## src/rtl/cnu_pkg.sv

```systemverilog
package cnu_pkg;
  localparam int LLR_W = 8;
  localparam int MSG_W = 6;
  localparam int MAG_W = MSG_W - 1;
  localparam int MAG_MAX_INT = (1 << MAG_W) - 1;
  localparam int SCALED_MAX = (MAG_MAX_INT * 3) / 4;

  typedef logic signed [LLR_W-1:0] llr_t;
  typedef logic signed [MSG_W-1:0] msg_t;
  typedef logic        [MAG_W-1:0] mag_t;
  typedef logic signed [LLR_W+1:0] wide_t;

  localparam mag_t MAG_MAX = '1;

  function automatic wide_t ext_llr(input llr_t v);
    return {{2{v[LLR_W-1]}}, v};
  endfunction

  function automatic wide_t ext_msg(input msg_t v);
    return {{(LLR_W+2-MSG_W){v[MSG_W-1]}}, v};
  endfunction

  // clamp to the LLR range when the top three bits disagree
  function automatic llr_t sat_llr(input wide_t x);
    logic [2:0] top;
    top = x[LLR_W+1:LLR_W-1];
    if ((&top) || !(|top)) return x[LLR_W-1:0];
    return x[LLR_W+1] ? {1'b1, {(LLR_W-1){1'b0}}} : {1'b0, {(LLR_W-1){1'b1}}};
  endfunction

  function automatic mag_t mag_of(input llr_t q);
    logic [LLR_W:0] e;
    logic [LLR_W:0] a;
    e = {q[LLR_W-1], q};
    a = e[LLR_W] ? (~e + {{LLR_W{1'b0}}, 1'b1}) : e;
    if (a > {{(LLR_W+1-MAG_W){1'b0}}, MAG_MAX}) return MAG_MAX;
    return a[MAG_W-1:0];
  endfunction

  // floor(3m/4): 0.75 scaling, rounded toward zero on the magnitude
  function automatic mag_t scale_mag(input mag_t m);
    logic [MAG_W+1:0] t;
    t = {2'b00, m} + {1'b0, m, 1'b0};
    return t[MAG_W+1:2];
  endfunction

  function automatic msg_t to_msg(input logic neg, input mag_t m);
    msg_t t;
    t = {1'b0, m};
    return neg ? (msg_t'(0) - t) : t;
  endfunction
endpackage

```

## src/rtl/cnu_fifo.sv

```systemverilog
module cnu_fifo #(
  parameter int DEPTH = 8,
  parameter int W = 8,
  localparam int PTR_W = (DEPTH > 1) ? $clog2(DEPTH) : 1
) (
  input  logic         clk_i,
  input  logic         rst_ni,
  input  logic         wr_i,
  input  logic [W-1:0] wdata_i,
  input  logic         rd_i,
  output logic [W-1:0] rdata_o
);
  logic [W-1:0]   mem_q [DEPTH];
  logic [PTR_W-1:0] wp_q, rp_q;
  logic [PTR_W:0]   cnt_q;

  localparam logic [PTR_W-1:0] LAST_PTR = PTR_W'(DEPTH - 1);

  assign rdata_o = mem_q[rp_q];

  always_ff @(posedge clk_i) begin
    if (wr_i) mem_q[wp_q] <= wdata_i;
  end

  always_ff @(posedge clk_i or negedge rst_ni) begin
    if (!rst_ni) begin
      wp_q  <= '0;
      rp_q  <= '0;
      cnt_q <= '0;
    end else begin
      if (wr_i) wp_q <= (wp_q == LAST_PTR) ? '0 : wp_q + 1'b1;
      if (rd_i) rp_q <= (rp_q == LAST_PTR) ? '0 : rp_q + 1'b1;
      case ({wr_i, rd_i})
        2'b10:   cnt_q <= cnt_q + 1'b1;
        2'b01:   cnt_q <= cnt_q - 1'b1;
        default: cnt_q <= cnt_q;
      endcase
    end
  end

  // a row never exceeds the buffer
  p_fifo_no_overflow_r9: assert property (@(posedge clk_i) disable iff (!rst_ni)
    wr_i |-> (cnt_q < (PTR_W+1)'(DEPTH)));
  // replay only reads stored values
  p_fifo_no_underflow_r7: assert property (@(posedge clk_i) disable iff (!rst_ni)
    rd_i |-> (cnt_q != '0));
endmodule

```

## src/rtl/cnu_collect.sv

```systemverilog
module cnu_collect import cnu_pkg::*; #(
  parameter int MAX_DEG = 8,
  localparam int IDX_W = (MAX_DEG > 1) ? $clog2(MAX_DEG) : 1
) (
  input  logic             clk_i,
  input  logic             rst_ni,
  input  logic             acc_i,
  input  logic             first_i,
  input  logic             last_i,
  input  llr_t             post_i,
  input  msg_t             oldc_i,
  output llr_t             q_o,
  output logic             done_o,
  output mag_t             min1_o,
  output mag_t             min2_o,
  output logic [IDX_W-1:0] idx_o,
  output logic             sgn_o,
  output logic             par_o,
  output logic [IDX_W:0]   deg_o
);
  logic [IDX_W-1:0] cnt_q, idx_q, pos, b_idx;
  mag_t             min1_q, min2_q, b_min1, b_min2, m;
  logic             sgn_q, par_q, b_sgn, b_par;

  always_comb begin
    q_o = sat_llr(ext_llr(post_i) - ext_msg(oldc_i));
    m   = mag_of(q_o);
    if (first_i) begin
      b_min1 = MAG_MAX;
      b_min2 = MAG_MAX;
      b_idx  = '0;
      b_sgn  = 1'b0;
      b_par  = 1'b0;
      pos    = '0;
    end else begin
      b_min1 = min1_q;
      b_min2 = min2_q;
      b_idx  = idx_q;
      b_sgn  = sgn_q;
      b_par  = par_q;
      pos    = cnt_q + 1'b1;
    end
    min1_o = b_min1;
    min2_o = b_min2;
    idx_o  = b_idx;
    if (m < b_min1) begin
      min2_o = b_min1;
      min1_o = m;
      idx_o  = pos;
    end else if (m < b_min2) begin
      min2_o = m;
    end
    sgn_o  = b_sgn ^ q_o[LLR_W-1];
    par_o  = b_par ^ post_i[LLR_W-1];
    deg_o  = {1'b0, pos} + 1'b1;
    done_o = acc_i & last_i;
  end

  always_ff @(posedge clk_i or negedge rst_ni) begin
    if (!rst_ni) begin
      cnt_q  <= '0;
      idx_q  <= '0;
      min1_q <= MAG_MAX;
      min2_q <= MAG_MAX;
      sgn_q  <= 1'b0;
      par_q  <= 1'b0;
    end else if (acc_i) begin
      cnt_q  <= pos;
      idx_q  <= idx_o;
      min1_q <= min1_o;
      min2_q <= min2_o;
      sgn_q  <= sgn_o;
      par_q  <= par_o;
    end
  end

  // continuation beats stay within the supported degree
  p_degree_limit_r9: assert property (@(posedge clk_i) disable iff (!rst_ni)
    (acc_i && !first_i) |-> (cnt_q < IDX_W'(MAX_DEG - 1)));
  // the second minimum never undercuts the minimum
  p_min_order_r2: assert property (@(posedge clk_i) disable iff (!rst_ni)
    acc_i |=> (min1_q <= min2_q));
endmodule

```

## src/rtl/cnu_emit.sv

```systemverilog
module cnu_emit import cnu_pkg::*; #(
  parameter int MAX_DEG = 8,
  localparam int IDX_W = (MAX_DEG > 1) ? $clog2(MAX_DEG) : 1
) (
  input  logic             clk_i,
  input  logic             rst_ni,
  input  logic             start_i,
  input  mag_t             min1_i,
  input  mag_t             min2_i,
  input  logic [IDX_W-1:0] idx_i,
  input  logic             sgn_i,
  input  logic             par_i,
  input  logic [IDX_W:0]   deg_i,
  input  llr_t             q_i,
  output logic             rd_o,
  output logic             busy_o,
  output logic             valid_o,
  output logic             last_o,
  output llr_t             post_o,
  output msg_t             newc_o,
  output logic             par_o
);
  logic             busy_q, sgn_q, par_q;
  logic [IDX_W:0]   rem_q;
  logic [IDX_W-1:0] pos_q, idx_q;
  mag_t             min1_q, min2_q, sel, scaled;
  msg_t             c_new;
  llr_t             p_new;

  always_comb begin
    sel    = (pos_q == idx_q) ? min2_q : min1_q;
    scaled = scale_mag(sel);
    c_new  = to_msg(sgn_q ^ q_i[LLR_W-1], scaled);
    p_new  = sat_llr(ext_llr(q_i) + ext_msg(c_new));
  end

  assign rd_o   = busy_q;
  assign busy_o = busy_q;

  always_ff @(posedge clk_i or negedge rst_ni) begin
    if (!rst_ni) begin
      busy_q  <= 1'b0;
      rem_q   <= '0;
      pos_q   <= '0;
      idx_q   <= '0;
      min1_q  <= '0;
      min2_q  <= '0;
      sgn_q   <= 1'b0;
      par_q   <= 1'b0;
      valid_o <= 1'b0;
      last_o  <= 1'b0;
      post_o  <= '0;
      newc_o  <= '0;
      par_o   <= 1'b0;
    end else begin
      valid_o <= busy_q;
      last_o  <= busy_q && (rem_q == (IDX_W+1)'(1));
      if (busy_q) begin
        post_o <= p_new;
        newc_o <= c_new;
        par_o  <= par_q;
      end
      if (start_i) begin
        busy_q <= 1'b1;
        rem_q  <= deg_i;
        pos_q  <= '0;
        idx_q  <= idx_i;
        min1_q <= min1_i;
        min2_q <= min2_i;
        sgn_q  <= sgn_i;
        par_q  <= par_i;
      end else if (busy_q) begin
        rem_q <= rem_q - 1'b1;
        pos_q <= pos_q + 1'b1;
        if (rem_q == (IDX_W+1)'(1)) busy_q <= 1'b0;
      end
    end
  end

  // beats of one row run back to back
  p_consecutive_r7: assert property (@(posedge clk_i) disable iff (!rst_ni)
    (valid_o && !last_o) |=> valid_o);
  // emitted messages respect the scaled bound
  p_newc_bound_r4: assert property (@(posedge clk_i) disable iff (!rst_ni)
    valid_o |-> ((newc_o <= msg_t'(SCALED_MAX)) && (newc_o >= msg_t'(-SCALED_MAX))));
  // the parity flag is constant across a row
  p_par_stable_r6: assert property (@(posedge clk_i) disable iff (!rst_ni)
    (valid_o && !last_o) |=> $stable(par_o));
  // a new row never starts while one is draining
  p_no_overlap_r8: assert property (@(posedge clk_i) disable iff (!rst_ni)
    busy_q |-> !start_i);
endmodule

```

## src/rtl/layered_minsum_cnu.sv

```systemverilog
module layered_minsum_cnu import cnu_pkg::*; #(
  parameter int MAX_DEG = 8,
  localparam int IDX_W = (MAX_DEG > 1) ? $clog2(MAX_DEG) : 1
) (
  input  logic             clk_i,
  input  logic             rst_ni,
  input  logic             in_valid_i,
  input  logic             in_first_i,
  input  logic             in_last_i,
  input  logic [LLR_W-1:0] in_post_i,
  input  logic [MSG_W-1:0] in_oldc_i,
  output logic             in_ready_o,
  output logic             out_valid_o,
  output logic             out_last_o,
  output logic [LLR_W-1:0] out_post_o,
  output logic [MSG_W-1:0] out_newc_o,
  output logic             out_par_fail_o
);
  logic             acc, done, sgn, par, rd, busy;
  llr_t             q_wr, q_rd, post_s;
  msg_t             newc_s;
  mag_t             min1, min2;
  logic [IDX_W-1:0] idx;
  logic [IDX_W:0]   deg;

  assign in_ready_o = ~busy;
  assign acc        = in_valid_i & ~busy;

  cnu_collect #(.MAX_DEG(MAX_DEG)) u_collect (
    .clk_i(clk_i), .rst_ni(rst_ni), .acc_i(acc),
    .first_i(in_first_i), .last_i(in_last_i),
    .post_i(llr_t'(in_post_i)), .oldc_i(msg_t'(in_oldc_i)),
    .q_o(q_wr), .done_o(done), .min1_o(min1), .min2_o(min2),
    .idx_o(idx), .sgn_o(sgn), .par_o(par), .deg_o(deg)
  );

  cnu_fifo #(.DEPTH(MAX_DEG), .W(LLR_W)) u_fifo (
    .clk_i(clk_i), .rst_ni(rst_ni),
    .wr_i(acc), .wdata_i(q_wr), .rd_i(rd), .rdata_o(q_rd)
  );

  cnu_emit #(.MAX_DEG(MAX_DEG)) u_emit (
    .clk_i(clk_i), .rst_ni(rst_ni), .start_i(done),
    .min1_i(min1), .min2_i(min2), .idx_i(idx), .sgn_i(sgn),
    .par_i(par), .deg_i(deg), .q_i(q_rd),
    .rd_o(rd), .busy_o(busy), .valid_o(out_valid_o), .last_o(out_last_o),
    .post_o(post_s), .newc_o(newc_s), .par_o(out_par_fail_o)
  );

  assign out_post_o = post_s;
  assign out_newc_o = newc_s;

  // input is refused while a row is still being emitted
  p_ready_low_drain_r8: assert property (@(posedge clk_i) disable iff (!rst_ni)
    (out_valid_o && !out_last_o) |-> !in_ready_o);
  // reset leaves no output pending
  p_reset_idle_r10: assert property (@(posedge clk_i) disable iff (!rst_ni)
    $rose(rst_ni) |-> !out_valid_o);
endmodule

```

## config.mk

```make
export PLATFORM = sky130hd
export DESIGN_NAME = layered_minsum_cnu
export DESIGN_NICKNAME = d
export VERILOG_FILES = /design/src/rtl/cnu_pkg.sv /design/src/rtl/cnu_fifo.sv /design/src/rtl/cnu_collect.sv /design/src/rtl/cnu_emit.sv /design/src/rtl/layered_minsum_cnu.sv
export SDC_FILE = /design/constraint.sdc
export NUM_CORES = 1
export LEC_CHECK = 0
export ABC_AREA = 1
export BUFFER_PORTS_ARGS = -buffer_cell sky130_fd_sc_hd__buf_4
export CAP_MARGIN = 15
export CELL_PAD_IN_SITES_DETAIL_PLACEMENT = 0
export CELL_PAD_IN_SITES_GLOBAL_PLACEMENT = 1
export CORE_MARGIN = 2
export CORE_UTILIZATION = 47
export DETAILED_ROUTE_END_ITERATION = 12
export PLACE_DENSITY_LB_ADDON = 0.1
export SYNTH_ARGS = -nofsm -noshare
export SYNTH_HDL_FRONTEND = slang
export SYNTH_HIERARCHICAL = 1
export SYNTH_SLANG_ARGS = --single-unit
```

## constraint.sdc

```tcl
create_clock -name clk_i -period 5.2 [get_ports clk_i]
set_input_delay 0 -clock clk_i [delete_from_list [all_inputs] [get_ports clk_i]]
set_output_delay 0 -clock clk_i [all_outputs]
set_load 0.01 [all_outputs]
```

==> results.sh, run 1 <==
export IMPL_status="completed"
export IMPL_cts_max_level=4
export IMPL_drc=0
export IMPL_synth_distinct_cells=47
export IMPL_syn_avg_cell_area_um2=8.228
export IMPL_finalWeightedCongestion=0.8465
export IMPL_syn_area_um2=7800
export IMPL_diodes=0
export IMPL_first_pass_iters=5
export IMPL_cts_root_buf="clkbuf_16"
export IMPL_critical_path_arrival_ns=4.66
export IMPL_cp_required_ns=5.46
export IMPL_clock_skew_ns=0.009470
export IMPL_gr_total_overflow=0
export IMPL_syn_nets=1008
export IMPL_async_reset_ff_share_pct=50.00
export IMPL_insertion_delay_ns=0.42
export IMPL_start_util_pct=47.54
export IMPL_worst_path_most_repeated_cell="nand2_1"
export IMPL_slowest_delay_ns=0.53
export IMPL_yosys_warnings=6
export IMPL_seqCellArea_um2=3536
export IMPL_syn2layout_area_growth_pct=12.56
export IMPL_num_io_pins=37
export IMPL_clock_fmax_ghz=0.2275
export IMPL_nFillCells=1548
export IMPL_drv_slew=0
export IMPL_hp_class="input port to flip-flop"
export IMPL_ys_ff_latch=128
export IMPL_grt_pass1_wl_um=27680
export IMPL_placed_cells=1184
export IMPL_crit_path_end_kind="flip-flop"
export IMPL_fin_crit_ns=4.395
export IMPL_ctsResizeCount=0
export IMPL_grt_pass1_vias=5572
export IMPL_synth_most_common_cell="nand2_1"
export IMPL_yosysTopAreaCellShare_pct=24.64
export IMPL_coreArea_um2=16410
export IMPL_drt_total_wl_um=16580
export IMPL_maxCapViolCount=0
export IMPL_synth_edf_count=64
export IMPL_routedWlPerCell_um=13.61
export IMPL_rows=47
export IMPL_drive_above_1_share_pct=16.63
export IMPL_synth_common_cells="nand2_1 (314), inv_1 (140), nand3_1 (71), edfxtp_1 (64), dfrtp_1 (54)"
export IMPL_multi_input_area_um2=3517
export IMPL_cts_tree="yes"
export IMPL_numCtsBuffers=17
export IMPL_yosysSeqAreaShare_pct=45.33
export IMPL_drtIter0Drc=313
export IMPL_cpMaxStageDelayCell="dlygate4sd3_1"
export IMPL_final_antenna_net_count=0
export IMPL_synth_flop_cell="edfxtp_1"
export IMPL_dp_hpwl_um=11560
export IMPL_syn_inst=948
export IMPL_synth_area_top_cells="edfxtp_1 (25%), dfrtp_1 (17%), nand2_1 (15%)"
export IMPL_cts_clk_slew_worst_paths_ns=0.06
export IMPL_fin_cells=1218
export IMPL_rsz0062_at_grt="no"
export IMPL_setup_tns_ns=0
export IMPL_final_hold_viol_count=0
export IMPL_min_period_over_period_pct=84.52
export IMPL_port_buffers=36
export IMPL_critPathMaxFanout=15
export IMPL_die_w_um=132.8
export IMPL_grt_total_usage_pct=20.00
export IMPL_critPathKind="input port to flip-flop"
export IMPL_vias=5758
export IMPL_yosys_area_top_type="edfxtp_1"
export IMPL_antenna_found_initial=0
export IMPL_finalSetupViolations=0
export IMPL_slew_headroom_pct=32.44
export IMPL_die_area_um2=17640
export IMPL_grt_start_max_net_pins=65
export IMPL_worstMarginPinSlew_ns=1.010
export IMPL_critPathLaunchType="input port"
export IMPL_viasPerCell=4.727
export IMPL_cts_sinks=128
export IMPL_cts_buffer_depth=2
export IMPL_die_h_um=132.8
export IMPL_nets=1045
## registers in the layout (all words and copies together), names as in the netlist, 3 cells and up
register	flops
u_fifo/wp_q	3
u_emit/min1_q	5
u_collect/idx_q	3
u_fifo/mem_q	64
u_emit/newc_o	6
u_emit/min2_q	5
u_collect/min2_q	5
u_emit/pos_q	3
u_emit/idx_q	3
u_emit/post_o	8
u_collect/min1_q	5
u_emit/rem_q	4
u_collect/cnt_q	3
u_fifo/rp_q	3
## through the flow
step / hold WS (ns) / setup slack, ns / cell area [µm²] / utilization [%]
6_report: 0.02274 / 0.8050 / 8780 / 53.51
3_5_place_dp: 0.1602 / 0.8524 / 8199 / 49.97
3_3_place_gp: 0.1562 / 0.8635 / 8199 / 49.97
5_1_grt: 0.05654 / 0.3499 / 8780 / 53.51
4_1_cts: 0.01287 / 0.8035 / 8780 / 53.51
2_1_floorplan: -0.2956 / 1.377 / 7800 / -
## routing by layer
layer | wire [µm] | track usage (%) | up-vias
met5 | 0 | 0 | -
met4 | 328 | 7.407 | 0
met3 | 432 | 3.525 | 19
met2 | 7721 | 32.53 | 82
met1 | 8094 | 26.90 | 2576
li1 | - | - | 3081
## worst paths after layout
kind                                           from  cells past startpoint  slack [ns]                  end
worst max-delay path                   in_post_i[7]                     30        0.81     u_emit/min2_q[3]
worst min-delay path                     in_first_i                      4        0.02   u_collect/cnt_q[1]
worst max register to register      u_emit/pos_q[0]                     24        0.94     u_emit/post_o[4]
worst min register to register  u_collect/min2_q[2]                      2        0.47  u_collect/min2_q[2]
max in group asynchronous                    rst_ni                      2        4.42     u_emit/min2_q[4]
min in group asynchronous                    rst_ni                      2        0.20       u_fifo/rp_q[0]
## cells by family (layout without fill, tap and decap cells)
group                      after synthesis  in the layout  share of synthesized area, %
xor gates and xnor gates                19             19                         2.374
and+or+nand+nor                        513            513                         29.96
adders and majority gates               41             41                         6.769
buffers and inverters                  173            223                         9.577
DFF                                    128            128                         45.33
AOI/OAI and AO/OA                       74             74                         5.983
## cell usage in the layout, fill, tap and decap left out, drive strengths merged
cell type    instances
bufinv               1
dlygate4sd3          2
or2                  2
dfrtp               54
clkinvlp             4
nand2              355
buf                 41
dfstp               10
clkbuf              17
xnor2                7
a211oi               2
nand3               78
ha                  39
nor3                 1
a21oi               24
o211ai               1
a31oi                3
nor2                62
clkinv               7
and2                 5
o21bai               1
fa                   2
o21ai               40
edfxtp              64
xor2                12
nand4               10
o221ai               3
inv                151
## layout make-up
cell class	instances	share of cell area, %
tap	220	3.135
timing repair buffer	43	3.734
clock inverter	15	1.539
multi-input combinational	647	40.06
inverter	148	6.413
sequential	128	40.27
clock buffer	17	4.845
## worst max-delay path: cells and delay by family
family                     cells  cell delay (ns)
AOI/OAI and AO/OA              6             0.84
adders and majority gates      3             0.98
buffers and inverters          5             0.96
and+or+nand+nor               16             1.86
## repair_timing
item,CTS,global route
endpoints found under the hold margin,55,0
buffers inserted,0,0
hold buffers,2,0
Power of run 1 is left out: the tool's default activity adds up to more than one toggle a clock period on the data nets, which glitch-free logic cannot reach.
==> run 2: changes to the inputs <==
ABC_AREA = 0   (was 1)
CORE_UTILIZATION = 51   (was 47)
clock period = 4.45 ns   (was 5.2 ns; I/O delays follow)
==> results.sh, run 2 <==
export IMPL_fin_crit_ns=4.451
export IMPL_final_antenna_net_count=0
export IMPL_final_hold_viol_count=0
export IMPL_drt_total_wl_um=16490
export IMPL_critPathMaxFanout=5
export IMPL_maxCapViolCount=0
export IMPL_finalSetupViolations=1
export IMPL_routedWlPerCell_um=17.55
export IMPL_rsz0062_at_grt="yes"
export IMPL_dp_hpwl_um=12080
export IMPL_vias=5310
export IMPL_synth_flop_cell="edfxtp_1"
export IMPL_yosysTopAreaCellShare_pct=25.92
export IMPL_slew_headroom_pct=26.12
export IMPL_largest_reg_flops=64
export IMPL_viasPerCell=5.649
export IMPL_design_area_um2=9515
export IMPL_status="complete, but fails checks"
export IMPL_clock_skew_ns=0.007855
export IMPL_diodes=0
export IMPL_hp_class="input port to flip-flop"
export IMPL_cts_root_buf="clkbuf_16"
export IMPL_die_h_um=124.6
export IMPL_first_pass_iters=7
export IMPL_grt_total_usage_pct=22.51
export IMPL_critical_path_arrival_ns=4.75
export IMPL_worstMarginPinSlew_ns=1.108
export IMPL_ys_ff_latch=128
export IMPL_synth_edf_count=64
export IMPL_grt_pass1_wl_um=27720
export IMPL_cts_tree="yes"
export IMPL_yosysSeqAreaShare_pct=47.69
export IMPL_finalWeightedCongestion=0.8820
export IMPL_die_area_um2=15520
export IMPL_port_buffers=36
export IMPL_placed_area_um2=8626
export IMPL_synth_distinct_cells=75
export IMPL_antenna_found_initial=0
export IMPL_grt_start_max_net_pins=65
export IMPL_yosys_area_top_type="edfxtp_1"
export IMPL_synth_common_cells="edfxtp_1 (64), nor2_1 (64), dfrtp_1 (54), ha_1 (39), inv_1 (35)"
export IMPL_syn_avg_cell_area_um2=12.00
export IMPL_reg_largest_list="u_fifo/mem_q (64), u_emit/post_o (8), u_emit/newc_o (6)"
export IMPL_grt_pass1_vias=5461
export IMPL_yosys_warnings=6
export IMPL_drive_above_1_share_pct=40.61
export IMPL_numCtsBuffers=17
export IMPL_syn_inst=618
export IMPL_critPathLaunchType="flip-flop"
export IMPL_cp_required_ns=4.74
export IMPL_final_cell_mix="buf_4 (122), edfxtp_1 (64), nor2_1 (62)"
export IMPL_insertion_delay_ns=0.42
export IMPL_layout_commonest_cell="buf_4"
export IMPL_clock_fmax_ghz=0.2247
export IMPL_start_util_pct=51.60
export IMPL_min_period_over_period_pct=100.0
export IMPL_async_reset_ff_share_pct=50.00
export IMPL_drv_slew=0
export IMPL_die_w_um=124.6
export IMPL_cts_max_level=4
export IMPL_cts_sinks=128
export IMPL_critPathKind="flip-flop to flip-flop"
export IMPL_synth_area_top_cells="edfxtp_1 (26%), dfrtp_1 (18%), ha_1 (6.6%)"
export IMPL_num_io_pins=37
export IMPL_cts_clk_slew_worst_paths_ns=0.06
export IMPL_drc=0
export IMPL_drtIter0Drc=354
export IMPL_syn_area_um2=7415
export IMPL_violations="negative setup slack"
export IMPL_cts_buffer_depth=2
export IMPL_coreArea_um2=14370
export IMPL_rows=44
export IMPL_setup_ws_ns=-0.0005929
export IMPL_syn_nets=678
export IMPL_syn2layout_area_growth_pct=28.33
export IMPL_crit_path_end_kind="flip-flop"
export IMPL_nets=803
export IMPL_gr_total_overflow=0
export IMPL_finish_utilization_pct=66.22
export IMPL_top_register="u_fifo/mem_q"
-- run 2: stage by stage --
step | setup TNS [ns] | hold slack (ns) | instances | worst slack (ns)
after CTS | 0 | 0.007765 | 926 | 0.01074
after global routing | -1.571 | 0.01983 | 940 | -0.2139
final | -0.0005929 | 0.01918 | 940 | -0.0005929
after detailed placement | -6.937 | 0.1509 | 888 | -0.4310
after floorplan | -1.124 | -0.2956 | 618 | -0.2058
after global placement | -3.023 | 0.1373 | 888 | -0.2992
-- run 2: layer usage --
layer  vias up  part of all wire, %  GRT usage, %
met3        23                  3.6         4.639
li1       2560                    -             -
met4         0                  1.7         7.006
met5         -                    0             0
met1      2618                   46         30.29
met2       109                   49         36.87
-- run 2: path summary, 6_finish.rpt --
path,cells after the start,slack (ns),startpoint,to
worst max register to register,21,-0.0006,u_emit/idx_q[2],u_emit/post_o[6]
min in group asynchronous,2,0.21,rst_ni,u_fifo/rp_q[1]
worst min-delay path,3,0.02,in_post_i[7],u_collect/par_q
max in group asynchronous,2,3.66,rst_ni,u_collect/sgn_q
worst max-delay path,21,-0.0006,u_emit/idx_q[2],u_emit/post_o[6]
worst min register to register,1,0.49,u_emit/post_o[1],u_emit/post_o[1]
-- run 2: what timing repair did --
item,CTS,global route
hold buffers,2,0
setup endpoints to repair,7,34
pin swaps,12,27
gates cloned,0,0
hold endpoints to repair,56,0
resized for setup,9,24
setup buffers,4,12
-- run 2: worst max-delay path: stages, from the launching register on --
cell,delay [ns]
dfrtp_1,0.42
xnor2_2,0.25
nand3_4,0.14
mux2_4,0.36
xnor2_2,0.14
ha_2,0.17
a41o_1,0.21
a31o_4,0.23
xor2_4,0.15
inv_2,0.07
ha_4,0.19
mux2_4,0.30
ha_4,0.22
a21o_1,0.16
a21oi_2,0.15
o21ai_1,0.09
a211o_1,0.33
a22oi_2,0.15
nor3_2,0.07
buf_4,0.18
nor4_4,0.26
o2bb2ai_1,0.08
-- run 2: area by class of cell --
class	count	area [µm²]
fill	1078	4853
tap	184	230.2
multi-input combinational	434	4079
timing repair buffer	127	965.9
clock inverter	15	145.1
inverter	35	133.9
sequential	128	3536
clock buffer	17	425.4
-- run 2: cells by family after synthesis --
family | count (synthesis) | share of synthesized area [%]
fa+ha+maj | 42 | 7.256
mux | 68 | 13.60
flops | 128 | 47.69
compound gates | 129 | 12.84
simple gates | 161 | 11.10
xor+xnor | 34 | 4.016
buf+inv | 56 | 3.493
Power of run 2 is left out for the same reason.
==> run 3: changes to the inputs <==
CORE_UTILIZATION = 50   (was 51)
SYNTH_HIERARCHICAL = not set   (was 1)
==> results.sh, run 3 <==
export IMPL_rows=43
export IMPL_num_io_pins=37
export IMPL_clock_fmax_ghz=0.2081
export IMPL_maxCapViolCount=0
export IMPL_grt_total_usage_pct=24.73
export IMPL_r2r_start="u_emit.idx_q[0]"
export IMPL_critPathLaunchType="flip-flop"
export IMPL_synth_common_cells="edfxtp_1 (64), nand2_1 (62), dfrtp_1 (54), ha_1 (39), nor2_1 (36)"
export IMPL_final_cell_mix="buf_4 (183), edfxtp_1 (64), nand2_1 (58)"
export IMPL_worst_hold_slack_ns=0.08448
export IMPL_syn_inst=634
export IMPL_coreArea_um2=13930
export IMPL_layout_commonest_cell="buf_4"
export IMPL_diodes=0
export IMPL_grt_start_max_net_pins=65
export IMPL_finalWeightedCongestion=0.8964
export IMPL_cp_required_ns=4.75
export IMPL_synth_distinct_cells=76
export IMPL_worstMarginPinSlew_ns=1.090
export IMPL_finalSetupViolations=8
export IMPL_async_reset_ff_share_pct=50.00
export IMPL_yosysSeqAreaShare_pct=49.38
export IMPL_top_register="u_fifo.mem_q"
export IMPL_hold_end="u_collect.cnt_q[0]"
export IMPL_synth_most_common_cell="edfxtp_1"
export IMPL_drc=0
export IMPL_fin_crit_ns=4.805
export IMPL_grt_pass1_vias=5620
export IMPL_cts_clk_slew_worst_paths_ns=0.06
export IMPL_cts_tree="yes"
export IMPL_reg2regPathDepth=23
export IMPL_r2r_end="u_emit.post_o[0]"
export IMPL_fin_cells=1017
export IMPL_start_util_pct=51.39
export IMPL_vias=5744
export IMPL_min_period_over_period_pct=108.0
export IMPL_routedWlPerCell_um=18.43
export IMPL_port_buffers=36
export IMPL_die_w_um=123.7
export IMPL_rsz0062_at_grt="yes"
export IMPL_reg_largest_list="u_fifo.mem_q (64), u_emit.post_o (8), u_emit.newc_o (6)"
export IMPL_antenna_found_initial=0
export IMPL_syn_area_um2=7161
export IMPL_synth_edf_count=64
export IMPL_drt_total_wl_um=18750
export IMPL_setup_ws_ns=-0.3545
export IMPL_nets=885
export IMPL_drive_above_1_share_pct=44.09
export IMPL_placed_cells=932
export IMPL_final_antenna_net_count=0
export IMPL_clock_skew_ns=0.01020
export IMPL_slew_headroom_pct=26.60
export IMPL_synth_flop_cell="edfxtp_1"
export IMPL_final_hold_viol_count=0
export IMPL_cts_max_level=4
export IMPL_largest_reg_flops=64
export IMPL_critPathMaxFanout=4
export IMPL_first_pass_iters=4
export IMPL_yosys_warnings=0
export IMPL_syn_nets=695
export IMPL_insertion_delay_ns=0.42
export IMPL_die_area_um2=15290
export IMPL_critical_path_arrival_ns=5.11
export IMPL_viasPerCell=5.648
export IMPL_gr_total_overflow=0
export IMPL_nFillCells=970
export IMPL_syn_avg_cell_area_um2=11.29
export IMPL_holdPathStages=4
export IMPL_cts_root_buf="clkbuf_16"
export IMPL_ys_ff_latch=128
export IMPL_yosysTopAreaCellShare_pct=26.84
export IMPL_critPathKind="flip-flop to flip-flop"
export IMPL_min_from="in_valid_i"
export IMPL_setup_tns_ns=-2.317
export IMPL_crit_path_end_kind="flip-flop"
export IMPL_die_h_um=123.7
export IMPL_synth_area_top_cells="edfxtp_1 (27%), dfrtp_1 (19%), ha_1 (6.8%)"
export IMPL_hp_class="input port to flip-flop"
export IMPL_drtIter0Drc=382
export IMPL_rrSetupSlack_ns=-0.35
export IMPL_status="complete, but fails checks"
export IMPL_grt_pass1_wl_um=28550
export IMPL_dp_hpwl_um=12280
export IMPL_yosys_area_top_type="edfxtp_1"
export IMPL_drv_slew=0
export IMPL_cts_buffer_depth=2
export IMPL_finish_utilization_pct=72.00
export IMPL_numCtsBuffers=17
export IMPL_cts_sinks=128
export IMPL_violations="negative setup slack"
export IMPL_syn2layout_area_growth_pct=40.12
-- run 3: layer usage --
layer  share of wire (%)  track usage (%)  vias to the layer above
met5                   0                0                        -
met4                 1.6            7.386                        0
met3                 3.4            4.304                       26
met2                  51            41.93                      123
met1                  44            32.61                     2850
li1                    -                -                     2745
-- run 3: timing repair --
item / in CTS / in global routing
setup endpoints to repair: 9 / 34
setup buffers: 26 / 22
gates cloned: 0 / 2
resized for setup: 48 / 48
hold endpoints to repair: 59 / 0
hold buffers: 4 / 0
pin swaps: 30 / 56
-- run 3: logic make-up after synthesis --
family	synth area share [%]
AOI/OAI and AO/OA	15.45
xor gates and xnor gates	3.547
adders and majority gates	7.653
buffers and inverters	3.197
DFF	49.38
muxes	8.405
and+or+nand+nor	12.37
-- run 3: stage by stage --
step	instance area [µm²]	setup WS, ns
floorplan	7356	-0.1262
global placement	8524	-0.4206
detailed placement	8524	-0.4501
CTS	9562	-0.1110
global route	10030	-0.5644
finish	10030	-0.3545
-- run 3: critical path: stages, from the launching register on --
cell and delay, ns:
dfrtp_1 0.43, xor2_2 0.22, nor3_4 0.24, buf_6 0.14, mux2i_4 0.26, buf_6 0.13, fa_2 0.23, nand2b_4 0.14
a21oi_2 0.07, o211ai_1 0.26, and2_4 0.22, nand4b_1 0.13, a21oi_1 0.17, nor2_1 0.08, a2bb2oi_2 0.14, ha_1 0.37
o21a_1 0.14, a21oi_2 0.18, o21bai_1 0.14, a21o_1 0.21, o211a_1 0.11, a41o_1 0.23, or2_2 0.27, a22o_1 0.18
-- run 3: area by class of cell --
type / count / area (µm²) / area share [%]
Clock buffer: 18 / 429.2 / 4.277
Clock inverter: 14 / 131.4 / 1.309
Inverter: 29 / 121.4 / 1.210
Multi-Input combinational cell: 452 / 4045 / 40.32
Sequential cell: 128 / 3536 / 35.24
Tap cell: 180 / 225.2 / 2.245
Timing Repair Buffer: 196 / 1545 / 15.40
-- run 3: worst max path at each step --
stage	startpoint	end	slack, ns	cells after the start
2_1_floorplan	in_post_i[0]	u_emit.idx_q[0]	-0.13	29
3_3_place_gp	in_post_i[0]	u_collect.idx_q[1]	-0.42	27
3_5_place_dp	u_emit.idx_q[1]	u_emit.post_o[6]	-0.45	21
4_1_cts	u_emit.idx_q[2]	u_emit.post_o[6]	-0.11	22
5_1_grt	u_emit.idx_q[0]	u_emit.post_o[4]	-0.56	23
6_report	u_emit.idx_q[0]	u_emit.post_o[0]	-0.35	23
Power of run 3 is left out for the same reason.
